`config.mk`:
```
export PLATFORM = sky130hd
export DESIGN_NAME = pixel_unpacker
export DESIGN_NICKNAME = d
export VERILOG_FILES = /design/src/rtl/pxu_pkg.sv /design/src/rtl/pxu_ctrl.sv /design/src/rtl/pxu_datapath.sv /design/src/rtl/pixel_unpacker.sv
export SDC_FILE = /design/constraint.sdc
export NUM_CORES = 1
export LEC_CHECK = 0
export ABC_AREA = 1
export CORE_UTILIZATION = 45
export CTS_BUF_LIST = sky130_fd_sc_hd__clkbuf_8
export DETAILED_ROUTE_END_ITERATION = 8
export PLACE_DENSITY = 0.76
export SLEW_MARGIN = 10
export SYNTH_ARGS = -nofsm -noshare
export SYNTH_HDL_FRONTEND = slang
export SYNTH_SLANG_ARGS = --single-unit
export TNS_END_PERCENT = 1
```
`constraint.sdc`:
```
create_clock -name clk -period 7.2 [get_ports clk]
set_input_delay 1.08 -clock clk [delete_from_list [all_inputs] [get_ports clk]]
set_output_delay 1.08 -clock clk [all_outputs]
set_load 0.005 [all_outputs]
```
`src/rtl/pxu_pkg.sv`:
```
package pxu_pkg;
  parameter int unsigned WORD_BYTES = 4;
  localparam int unsigned WORD_W = 8 * WORD_BYTES;
  localparam int unsigned BUF_BYTES = 2 * WORD_BYTES;
  localparam int unsigned BUF_W = 8 * BUF_BYTES;
  localparam int unsigned CNT_W = $clog2(BUF_BYTES) + 1;
  localparam int unsigned PIX_W = 32;

  localparam int unsigned ALPHA_FULL_BIT = 5;
  localparam int unsigned ALPHA_SWITCH_BIT = 6;
  localparam int unsigned BYTE_SWAP_BIT = 23;

  localparam logic [4:0] CODE_RGB565 = 5'd0;
  localparam logic [4:0] CODE_RGB888 = 5'd1;
  localparam logic [4:0] CODE_XRGB32 = 5'd2;
  localparam logic [4:0] CODE_ARGB8565 = 5'd4;
  localparam logic [4:0] CODE_ARGB8888 = 5'd5;
  localparam logic [4:0] CODE_ARGB1555 = 5'd6;
  localparam logic [4:0] CODE_ARGB4444 = 5'd7;

  typedef struct packed {
    logic push;
    logic pop;
    logic flush;
    logic [CNT_W-1:0] base;
  } strobe_t;

  function automatic logic [CNT_W-1:0] pixelBytes(input logic [4:0] code);
    case (code)
      CODE_RGB565, CODE_ARGB1555, CODE_ARGB4444: pixelBytes = CNT_W'(2);
      CODE_RGB888, CODE_ARGB8565:                pixelBytes = CNT_W'(3);
      default:                                   pixelBytes = CNT_W'(4);
    endcase
  endfunction

  function automatic logic [7:0] widen5(input logic [4:0] v);
    widen5 = {v, v[4:2]};
  endfunction

  function automatic logic [7:0] widen6(input logic [5:0] v);
    widen6 = {v, v[5:4]};
  endfunction

  function automatic logic [7:0] widen4(input logic [3:0] v);
    widen4 = {v, v};
  endfunction

  function automatic logic [7:0] scaleAlpha(input logic [7:0] a, input logic full);
    if (full)      scaleAlpha = a;
    else if (a[7]) scaleAlpha = 8'hFF;
    else           scaleAlpha = {a[6:0], 1'b0};
  endfunction
endpackage

```
`src/rtl/pxu_ctrl.sv`:
```
module pxu_ctrl
  import pxu_pkg::*;
(
  input  logic       clk,
  input  logic       rstN,
  input  logic [4:0] fmtCode,
  input  logic       inValid,
  input  logic       inLast,
  input  logic       outReady,
  output logic       inReady,
  output logic       outValid,
  output logic       outLast,
  output strobe_t    strobe
);
  logic [CNT_W-1:0] cnt;
  logic [CNT_W-1:0] bpp;
  logic [CNT_W-1:0] afterPop;
  logic lastPending;
  logic lastPix;
  logic pop;
  logic flush;
  logic push;

  always_comb begin
    bpp      = pixelBytes(fmtCode);
    outValid = (cnt >= bpp);
    lastPix  = lastPending && (cnt < (bpp << 1));
    outLast  = outValid && lastPix;
    pop      = outValid && outReady;
    flush    = pop && lastPix;
    if (flush)    afterPop = '0;
    else if (pop) afterPop = cnt - bpp;
    else          afterPop = cnt;
    inReady  = (afterPop < bpp);
    push     = inValid && inReady;
    strobe.push  = push;
    strobe.pop   = pop;
    strobe.flush = flush;
    strobe.base  = afterPop;
  end

  always_ff @(posedge clk or negedge rstN) begin
    if (!rstN) begin
      cnt         <= '0;
      lastPending <= 1'b0;
    end else begin
      cnt <= afterPop + (push ? CNT_W'(WORD_BYTES) : CNT_W'(0));
      if (push)       lastPending <= inLast;
      else if (flush) lastPending <= 1'b0;
    end
  end

  // byte FIFO never holds more than it can store
  always_comb begin
    a_r6_fifo_bound: assert (!rstN || cnt < CNT_W'(BUF_BYTES));
  end

  a_r10_valid_holds: assert property (@(posedge clk) disable iff (!rstN)
    (outValid && !outReady) |=> outValid);

  a_r10_no_take_when_stalled: assert property (@(posedge clk) disable iff (!rstN)
    (outValid && !outReady) |-> !inReady);

  a_r8_line_end_drains: assert property (@(posedge clk) disable iff (!rstN)
    (outValid && outReady && outLast && !(inValid && inReady)) |=> !outValid);
endmodule

```
`src/rtl/pxu_datapath.sv`:
```
module pxu_datapath
  import pxu_pkg::*;
(
  input  logic              clk,
  input  logic              rstN,
  input  strobe_t           strobe,
  input  logic [WORD_W-1:0] inData,
  input  logic [4:0]        fmtCode,
  input  logic              alphaFull,
  input  logic              alphaSwitch,
  input  logic              byteSwap,
  output logic [PIX_W-1:0]  outPixel
);
  logic [WORD_W-1:0] swapped;
  logic [BUF_W-1:0]  stash;
  logic [BUF_W-1:0]  stashNext;
  logic [CNT_W-1:0]  bpp;
  logic [31:0]       raw;

  for (genvar i = 0; i < WORD_BYTES; i++) begin : g_swap
    assign swapped[8*i +: 8] = byteSwap ? inData[8*(WORD_BYTES-1-i) +: 8] : inData[8*i +: 8];
  end

  always_comb begin
    bpp = pixelBytes(fmtCode);
    if (strobe.flush)    stashNext = '0;
    else if (strobe.pop) stashNext = stash >> {bpp, 3'b000};
    else                 stashNext = stash;
    if (strobe.push)
      stashNext = stashNext | (BUF_W'(swapped) << {strobe.base, 3'b000});
  end

  always_ff @(posedge clk or negedge rstN) begin
    if (!rstN) stash <= '0;
    else       stash <= stashNext;
  end

  assign raw = stash[31:0];

  always_comb begin
    case (fmtCode)
      CODE_RGB565:
        outPixel = {8'hFF, widen5(raw[15:11]), widen6(raw[10:5]), widen5(raw[4:0])};
      CODE_ARGB1555:
        outPixel = {{8{raw[15]}}, widen5(raw[14:10]), widen5(raw[9:5]), widen5(raw[4:0])};
      CODE_ARGB4444:
        outPixel = {widen4(raw[15:12]), widen4(raw[11:8]), widen4(raw[7:4]), widen4(raw[3:0])};
      CODE_RGB888:
        outPixel = {8'hFF, raw[23:0]};
      CODE_ARGB8565:
        outPixel = {scaleAlpha(raw[23:16], alphaFull), widen5(raw[15:11]),
                    widen6(raw[10:5]), widen5(raw[4:0])};
      CODE_XRGB32:
        outPixel = alphaSwitch ? {8'hFF, raw[31:8]} : {8'hFF, raw[23:0]};
      CODE_ARGB8888:
        outPixel = alphaSwitch ? {scaleAlpha(raw[7:0], alphaFull), raw[31:8]}
                               : {scaleAlpha(raw[31:24], alphaFull), raw[23:0]};
      default:
        outPixel = '0;
    endcase
  end
endmodule

```
`src/rtl/pixel_unpacker.sv`:
```
module pixel_unpacker
  import pxu_pkg::*;
(
  input  logic              clk,
  input  logic              rstN,
  input  logic [31:0]       ctrlWord,
  input  logic              inValid,
  output logic              inReady,
  input  logic [WORD_W-1:0] inData,
  input  logic              inLast,
  output logic              outValid,
  input  logic              outReady,
  output logic [PIX_W-1:0]  outPixel,
  output logic              outLast
);
  strobe_t    strobe;
  logic [4:0] fmtCode;
  logic       unusedCtrlBits;

  assign fmtCode = ctrlWord[4:0];
  assign unusedCtrlBits = ^{ctrlWord[31:BYTE_SWAP_BIT+1], ctrlWord[BYTE_SWAP_BIT-1:ALPHA_SWITCH_BIT+1]};

  pxu_ctrl u_ctrl (
    .clk      (clk),
    .rstN     (rstN),
    .fmtCode  (fmtCode),
    .inValid  (inValid),
    .inLast   (inLast),
    .outReady (outReady),
    .inReady  (inReady),
    .outValid (outValid),
    .outLast  (outLast),
    .strobe   (strobe)
  );

  pxu_datapath u_datapath (
    .clk         (clk),
    .rstN        (rstN),
    .strobe      (strobe),
    .inData      (inData),
    .fmtCode     (fmtCode),
    .alphaFull   (ctrlWord[ALPHA_FULL_BIT]),
    .alphaSwitch (ctrlWord[ALPHA_SWITCH_BIT]),
    .byteSwap    (ctrlWord[BYTE_SWAP_BIT]),
    .outPixel    (outPixel)
  );

  a_r10_pixel_stable: assert property (@(posedge clk) disable iff (!rstN)
    (outValid && !outReady) |=> $stable(outPixel));

  a_r2_opaque_no_alpha: assert property (@(posedge clk) disable iff (!rstN)
    (outValid && (fmtCode == CODE_RGB565 || fmtCode == CODE_RGB888 || fmtCode == CODE_XRGB32))
      |-> (outPixel[31:24] == 8'hFF));

  a_r9_undefined_black: assert property (@(posedge clk) disable iff (!rstN)
    (outValid && (fmtCode == 5'd3 || fmtCode > CODE_ARGB4444)) |-> (outPixel == '0));
endmodule

```
* After elaboration in Yosys (flattened, before gate mapping)
Cells that the tools add are included. W data, S select, Z words.
Word-level totals: output and inout port bits 35, word-level logic and storage cells 48, flip-flop bits (word level) 69, input bits 69
Cells by class: mux-type cells 22, reductions and logical operators 9, add/sub/neg operators 2, bitwise logic cells 1, eq/ne operators 6, shift operators 2, magnitude comparators 3
Operators with widths (count):
- $pmux W32 S7 | 1
- $mux W64 | 3
- $mux W8 | 10
- $or A64 B64 Y64 | 1
- $shl A32 B7 Y64 | 1
- $shr A64 B6 Y64 | 1
- $mux W32 | 1
- $mux W24 | 1
- $eq A5 B3 Y1 const B | 4
- $lt A4 B4 Y1 | 2
- $mux W4 | 2
- $pmux W3 S2 | 1
- $eq A5 B1 Y1 const B | 1
- $eq A5 B2 Y1 const B | 1
- $logic_and A1 B1 Y1 | 5
- $logic_not A5 Y1 | 1
- $add A4 B4 Y4 | 1
- $ge A4 B4 Y1 | 1
- $sub A4 B4 Y4 | 1
- $mux W3 | 1
- $reduce_or A3 Y1 | 1
- $mux W1 | 2
- $reduce_bool A2 Y1 | 1
- $reduce_or A2 Y1 | 1

* Logic depth before layout (Yosys ltp)
word-level depth 11, depth in mapped cells 28, gate-level depth less buffers 25

* Modules after synthesis
From an unflattened synthesis, not the netlist that was laid out.
Unflattened totals: cell total of the unflattened synthesis 1137, area, all modules 6725.2 um2
By module, submodules not included:
- pxu_datapath | cells an instance 1048, seq. area each 1601.5 um2, instances 1, area an instance 6092.1 um2
- pxu_ctrl | cells an instance 89, seq. area each 125.1 um2, instances 1, area an instance 633.1 um2

* Worst setup path after synthesis
OpenSTA, ideal clock, no wires.
path type input-to-output, start point input ctrlWord[4], end point output inReady, cell stages on the path 23, arrival time 4000 ps, data required time 6120 ps, buffers on the path 4, path slack 2120 ps, cells stage by stage nor2_4 -> nand3_1 -> nand2_2 -> nor2_4 -> buf_6 -> inv_1 -> buf_1 -> ha_1 -> nand2_1 -> inv_1 -> nand3_2 -> nand3_4 -> nand2_2 -> buf_6 -> nand2_1 -> o21ai_2 -> buf_2 -> ha_1 -> nand2_1 -> nand2_1 -> nand2_1 -> nand2_2 -> inv_1
RTL lines:
- start, declared | RTL line pixel_unpacker.sv:6 | input logic [31:0] ctrlWord,
- end, declared | RTL line pixel_unpacker.sv:8 | output logic inReady,

* Final worst setup path
start point input ctrlWord[1], end point output inReady
Between the ends: word-level cells in the longest chain between the ends 8, elaborated cells on any way between the ends 17, those cells by class 1 x add/sub; 3 x order compare; 4 x eq/ne; 3 x mux; 6 x reduce/logical
Ends and longest elaborated chain:
- $eq A5 B3 Y1 (tied with other cells) | RTL line pxu_pkg.sv:29 | case (code)
- $reduce_or A3 Y1 / $reduce_or A2 Y1 (equally long branches) | RTL line pxu_pkg.sv:29
- $pmux W3 S2 * | RTL line pxu_pkg.sv:29
- $ge A4 B4 Y1 / $lt A4 B4 Y1 (equally long branches) | RTL line pxu_ctrl.sv:26, pxu_ctrl.sv:27
- $logic_and A1 B1 Y1, on equally long branches | RTL line pxu_ctrl.sv:29, pxu_ctrl.sv:27
- $mux W4 / $logic_and A1 B1 Y1 (equally long branches) | RTL line pxu_ctrl.sv:32, pxu_ctrl.sv:30
- $mux W4 | RTL line pxu_ctrl.sv:31 | if (flush) afterPop = '0;
- $lt A4 B4 Y1 * | RTL line pxu_ctrl.sv:34 | inReady = (afterPop < bpp);
Mark *: on every way between the ends. The rest lies on a longest branch, timed or not.

==> results.tsv <==
stage	metric	value	unit
run	drv_cap	0	
yosys	post_synth_num_cell_types	39	
critical_path	cp_slowest_cell	sky130_fd_sc_hd__clkdlybuf4s50_1	
critical_path	worstSetupEndpointType	primary output	
sta	grt_setup_unrepaired	no	
layout	post_route_cells_drive_above_1_share	4.91	%
yosys	post-synth-top-count-cell	sky130_fd_sc_hd__nand2_1	
layout	multi_input_comb_area	0.00408	sq mm
global_routing	initial_antenna_violation_count	0	
yosys	syn-num-nets	1152	
yosys	synth_seq_cells	69	
layout	finalCoreUtilization	53.6	%
sta	finalCritPeriodShare	88.7	%
routing	dr_total_vias	7583	
pwr	worst_ir_drop_vdd	0.177	mV
yosys	synth_top_flop_cell	sky130_fd_sc_hd__dfrtp_1	
clock_tree	cts-resized-gates	0	
pwr	cellLeakagePower	0.00357	uW
sta	final-setup-viol-count	0	
global_routing	grt_first_pass_wirelength	33800	microns
clock_tree	cts.htree.levels	3	
critical_path	critPathKind	in -> out	
floorplanning	die_h	123	microns
critical_path	path_max_fanout	32	
hold_path	min-delay-path-class	reg -> reg	
yosys	synth-edff-count	0	
critical_path	worstPathRequired	6120	ps
layout	layout-area-overhead-vs-synth	14.1	%
clock_tree	cts.path.max_buffers	2	
clock_tree	cts_hold_repair_buffers	0	
placement	port_buffers	79	
sta	transition_at_the_pin_with_the_smallest_max_transition_slack	959	ps
yosys	netlist_top_cells_area	sky130_fd_sc_hd__dfrtp_1, sky130_fd_sc_hd__nand2_1, sky130_fd_sc_hd__nand3_1	
floorplanning	initial_core_util	46.9	%
run_status	outcome	completed	
yosys	netlist.area_leader.share	26.1	%
routing	initialDrtViolationCount	819	
global_routing	global_route.overflow_total	0	
yosys	netlist.top_cell.by_area	sky130_fd_sc_hd__dfrtp_1	
yosys	postSynth.asyncResetShare	100	%
yosys	synth.yosys.seq_area_share	26.1	%
routing	routed_wl	21100	microns
yosys	netlist_area	0.00662	sq mm
sta	timing.final.hold_violations	0	
sta	postLayoutSetupSlackWorst	814	ps
routing	route.detailed.wl_per_inst	16.2	microns
critical_path	worst_path_largest_cell_delay	480	ps
critical_path	timing.critical_path.from_type	primary input	
yosys	netlist_top_cells_count	sky130_fd_sc_hd__nand2_1, sky130_fd_sc_hd__inv_1, sky130_fd_sc_hd__nand3_1	
placement	place_hpwl	16000	microns
global_routing	overall_track_demand_over_capacity_in_global_routing	28.4	%
sta	skew	6.13	ps
critical_path	path_cells	clkdlybuf4s50_1 > nor2_1 > nand3_1 > nand2_2 > nor2_4 > inv_1 > buf_4 > ha_1 > nand2_1 > inv_1 > nand3_2 > nand3_4 > nand2_2 > nand2_1 > o21ai_2 > buf_4 > ha_1 > nand2_1 > nand2_1 > nand2_1 > nand2_2 > inv_1 > clkdlybuf4s50_1	
critical_path	worst-endpoint-arrival	5310	ps
clock_tree	cts_inserted_buffers	9	
floorplanning	fp.dieArea	0.0152	sq mm
layout	insertedDiodeCount	0	
layout	nNetsFinal	1193	
routing	drc_errors	0	
clock_tree	tritoncts_clock_tree	done	
global_routing	first_global_vias	6567	
layout	regArea	0.00173	sq mm
global_routing	grt_max_degree	70	
yosys	synth.avg_cell_area	6.15	sq um
floorplanning	num_io_pins	104	
sta	relSlewSlack	35.7	%
yosys	ys.warnings.count	0	
routing	routed_via_density	5.83	
clock_tree	clk_latency	350	ps
placement	numPlacedInstances	1286	
routing	detail_route.first_pass.iterations	6	
sta	fin_max_slew_vios	0	
clock_tree	clock_sinks	69	
floorplanning	floorplan.die.width	123	microns
clock_tree	clock_pin_slew_on_the_worst_setup_and_hold_paths	60	ps
pwr	power.density	332	mW/mm^2
sta	finalCriticalPeriod	6390	ps
floorplanning	placeableCoreArea	0.0141	sq mm
layout	final.fill_count	1427	
sta	finalSetupTns	0	ps
clock_tree	post_cts_buffers	0	
clock_tree	cts.root.buffer_cell	sky130_fd_sc_hd__clkbuf_8	
layout	post_layout_instance_count_excluding_filler_cells	1301	
yosys	synthesis.instances	1076	
floorplanning	placementRows	43	
critical_path	worst_path_most_repeated_cell	sky130_fd_sc_hd__nand2_1	
sta	fmaxAchievable	0.157	GHz
placement	gp_congestion	0.994	
placement	preCtsSetupSlack	847	ps
routing	detail-route-antenna-nets	0	
[layout by cell type, fill, tap and decap left out, types with 2 or more instances in the layout]
| cell type | instances |
|---|---|
| sky130_fd_sc_hd__inv_1 | 117 |
| sky130_fd_sc_hd__buf_4 | 14 |
| sky130_fd_sc_hd__o21ai_0 | 53 |
| sky130_fd_sc_hd__nand2_4 | 3 |
| sky130_fd_sc_hd__o21ai_1 | 40 |
| sky130_fd_sc_hd__nor2_1 | 78 |
| sky130_fd_sc_hd__nand3_4 | 2 |
| sky130_fd_sc_hd__o221ai_1 | 14 |
| sky130_fd_sc_hd__a211oi_1 | 3 |
| sky130_fd_sc_hd__clkinv_2 | 2 |
| sky130_fd_sc_hd__ha_1 | 7 |
| sky130_fd_sc_hd__nand2_2 | 7 |
| sky130_fd_sc_hd__nand4_1 | 4 |
| sky130_fd_sc_hd__dfrtp_1 | 69 |
| sky130_fd_sc_hd__a22oi_1 | 39 |
| sky130_fd_sc_hd__a21oi_1 | 57 |
| sky130_fd_sc_hd__nand2_1 | 322 |
| sky130_fd_sc_hd__o211ai_1 | 4 |
| sky130_fd_sc_hd__inv_2 | 6 |
| sky130_fd_sc_hd__clkinv_1 | 4 |
| sky130_fd_sc_hd__o2111ai_1 | 9 |
| sky130_fd_sc_hd__nor2_4 | 2 |
| sky130_fd_sc_hd__clkbuf_8 | 10 |
| sky130_fd_sc_hd__clkdlybuf4s50_1 | 78 |
| sky130_fd_sc_hd__nand3_2 | 5 |
| sky130_fd_sc_hd__or2_1 | 6 |
| sky130_fd_sc_hd__nand3_1 | 99 |
| sky130_fd_sc_hd__a221oi_1 | 6 |
| sky130_fd_sc_hd__nand3b_1 | 6 |
| sky130_fd_sc_hd__o22ai_1 | 43 |
| sky130_fd_sc_hd__nor3_1 | 3 |
| sky130_fd_sc_hd__a31oi_1 | 2 |
[worst paths after layout]
kind	startpoint	end	slack, ps	depth (start not counted)
worst max register to register	u_ctrl.cnt[0]	u_datapath.stash[21]	3340	18
worst min-delay path	u_datapath.stash[63]	u_datapath.stash[63]	530	2
worst min register to register	u_datapath.stash[63]	u_datapath.stash[63]	530	2
max in group asynchronous	rstN	u_datapath.stash[47]	5720	2
min in group asynchronous	rstN	u_ctrl.lastPending	900	2
worst max-delay path	ctrlWord[1]	inReady	810	23
[logic make-up (layout without fill, tap and decap cells)]
logic type	Yosys count	after routing	share of synthesized area [%]
simple gates	540	540	35.3
compound gates	272	272	24.9
buf+inv	187	232	12.2
flops	69	69	26.1
fa+ha+maj	7	7	1.32
xor+xnor	1	1	0.132
[worst max-delay path, delay by kind of cell]
family	cells	cell delay, ps
and+or+nand+nor	13	1840
buffers and inverters	7	1680
adders and majority gates	2	610
AOI/OAI and AO/OA	1	80
[per-layer routing]
metal | GRT usage (%) | share of wire (%) | vias up
met2 | 44.0 | 43 | 422
met3 | 3.69 | 8.3 | 54
li1 | - | - | 3713
met4 | 10.9 | 2.8 | 0
met5 | 0 | 0 | -
met1 | 40.1 | 45 | 3394
[flip-flops by register name, summed over array words and instances, names as in the netlist]
register and count:
u_ctrl.lastPending 1, u_ctrl.cnt 4, u_datapath.stash 64
[cell type report]
| cell class | instances | area share [%] |
|---|---|---|
| timing repair buffer | 93 | 11.8 |
| inverter | 124 | 6.17 |
| tap | 180 | 2.98 |
| clock buffer | 10 | 1.82 |
| multi-input combinational | 820 | 54.1 |
| sequential | 69 | 22.9 |
| clock inverter | 5 | 0.282 |
[through the flow]
step / hold WS (ps) / area (sq um) / power (uW)
after floorplan: 469 / 6620 / 1820
after global placement: 496 / 7390 / 2180
after detailed placement: 510 / 7390 / 2200
after CTS: 526 / 7550 / 2470
after global routing: 541 / 7550 / 2720
final: 528 / 7550 / 2500
[where the power goes]
part | internal [uW] | switching (uW) | total [uW]
Clock | 127 | 140 | 267
Combinational | 496 | 995 | 1490
Sequential | 530 | 215 | 745
Power figures use the tool's default switching activity.
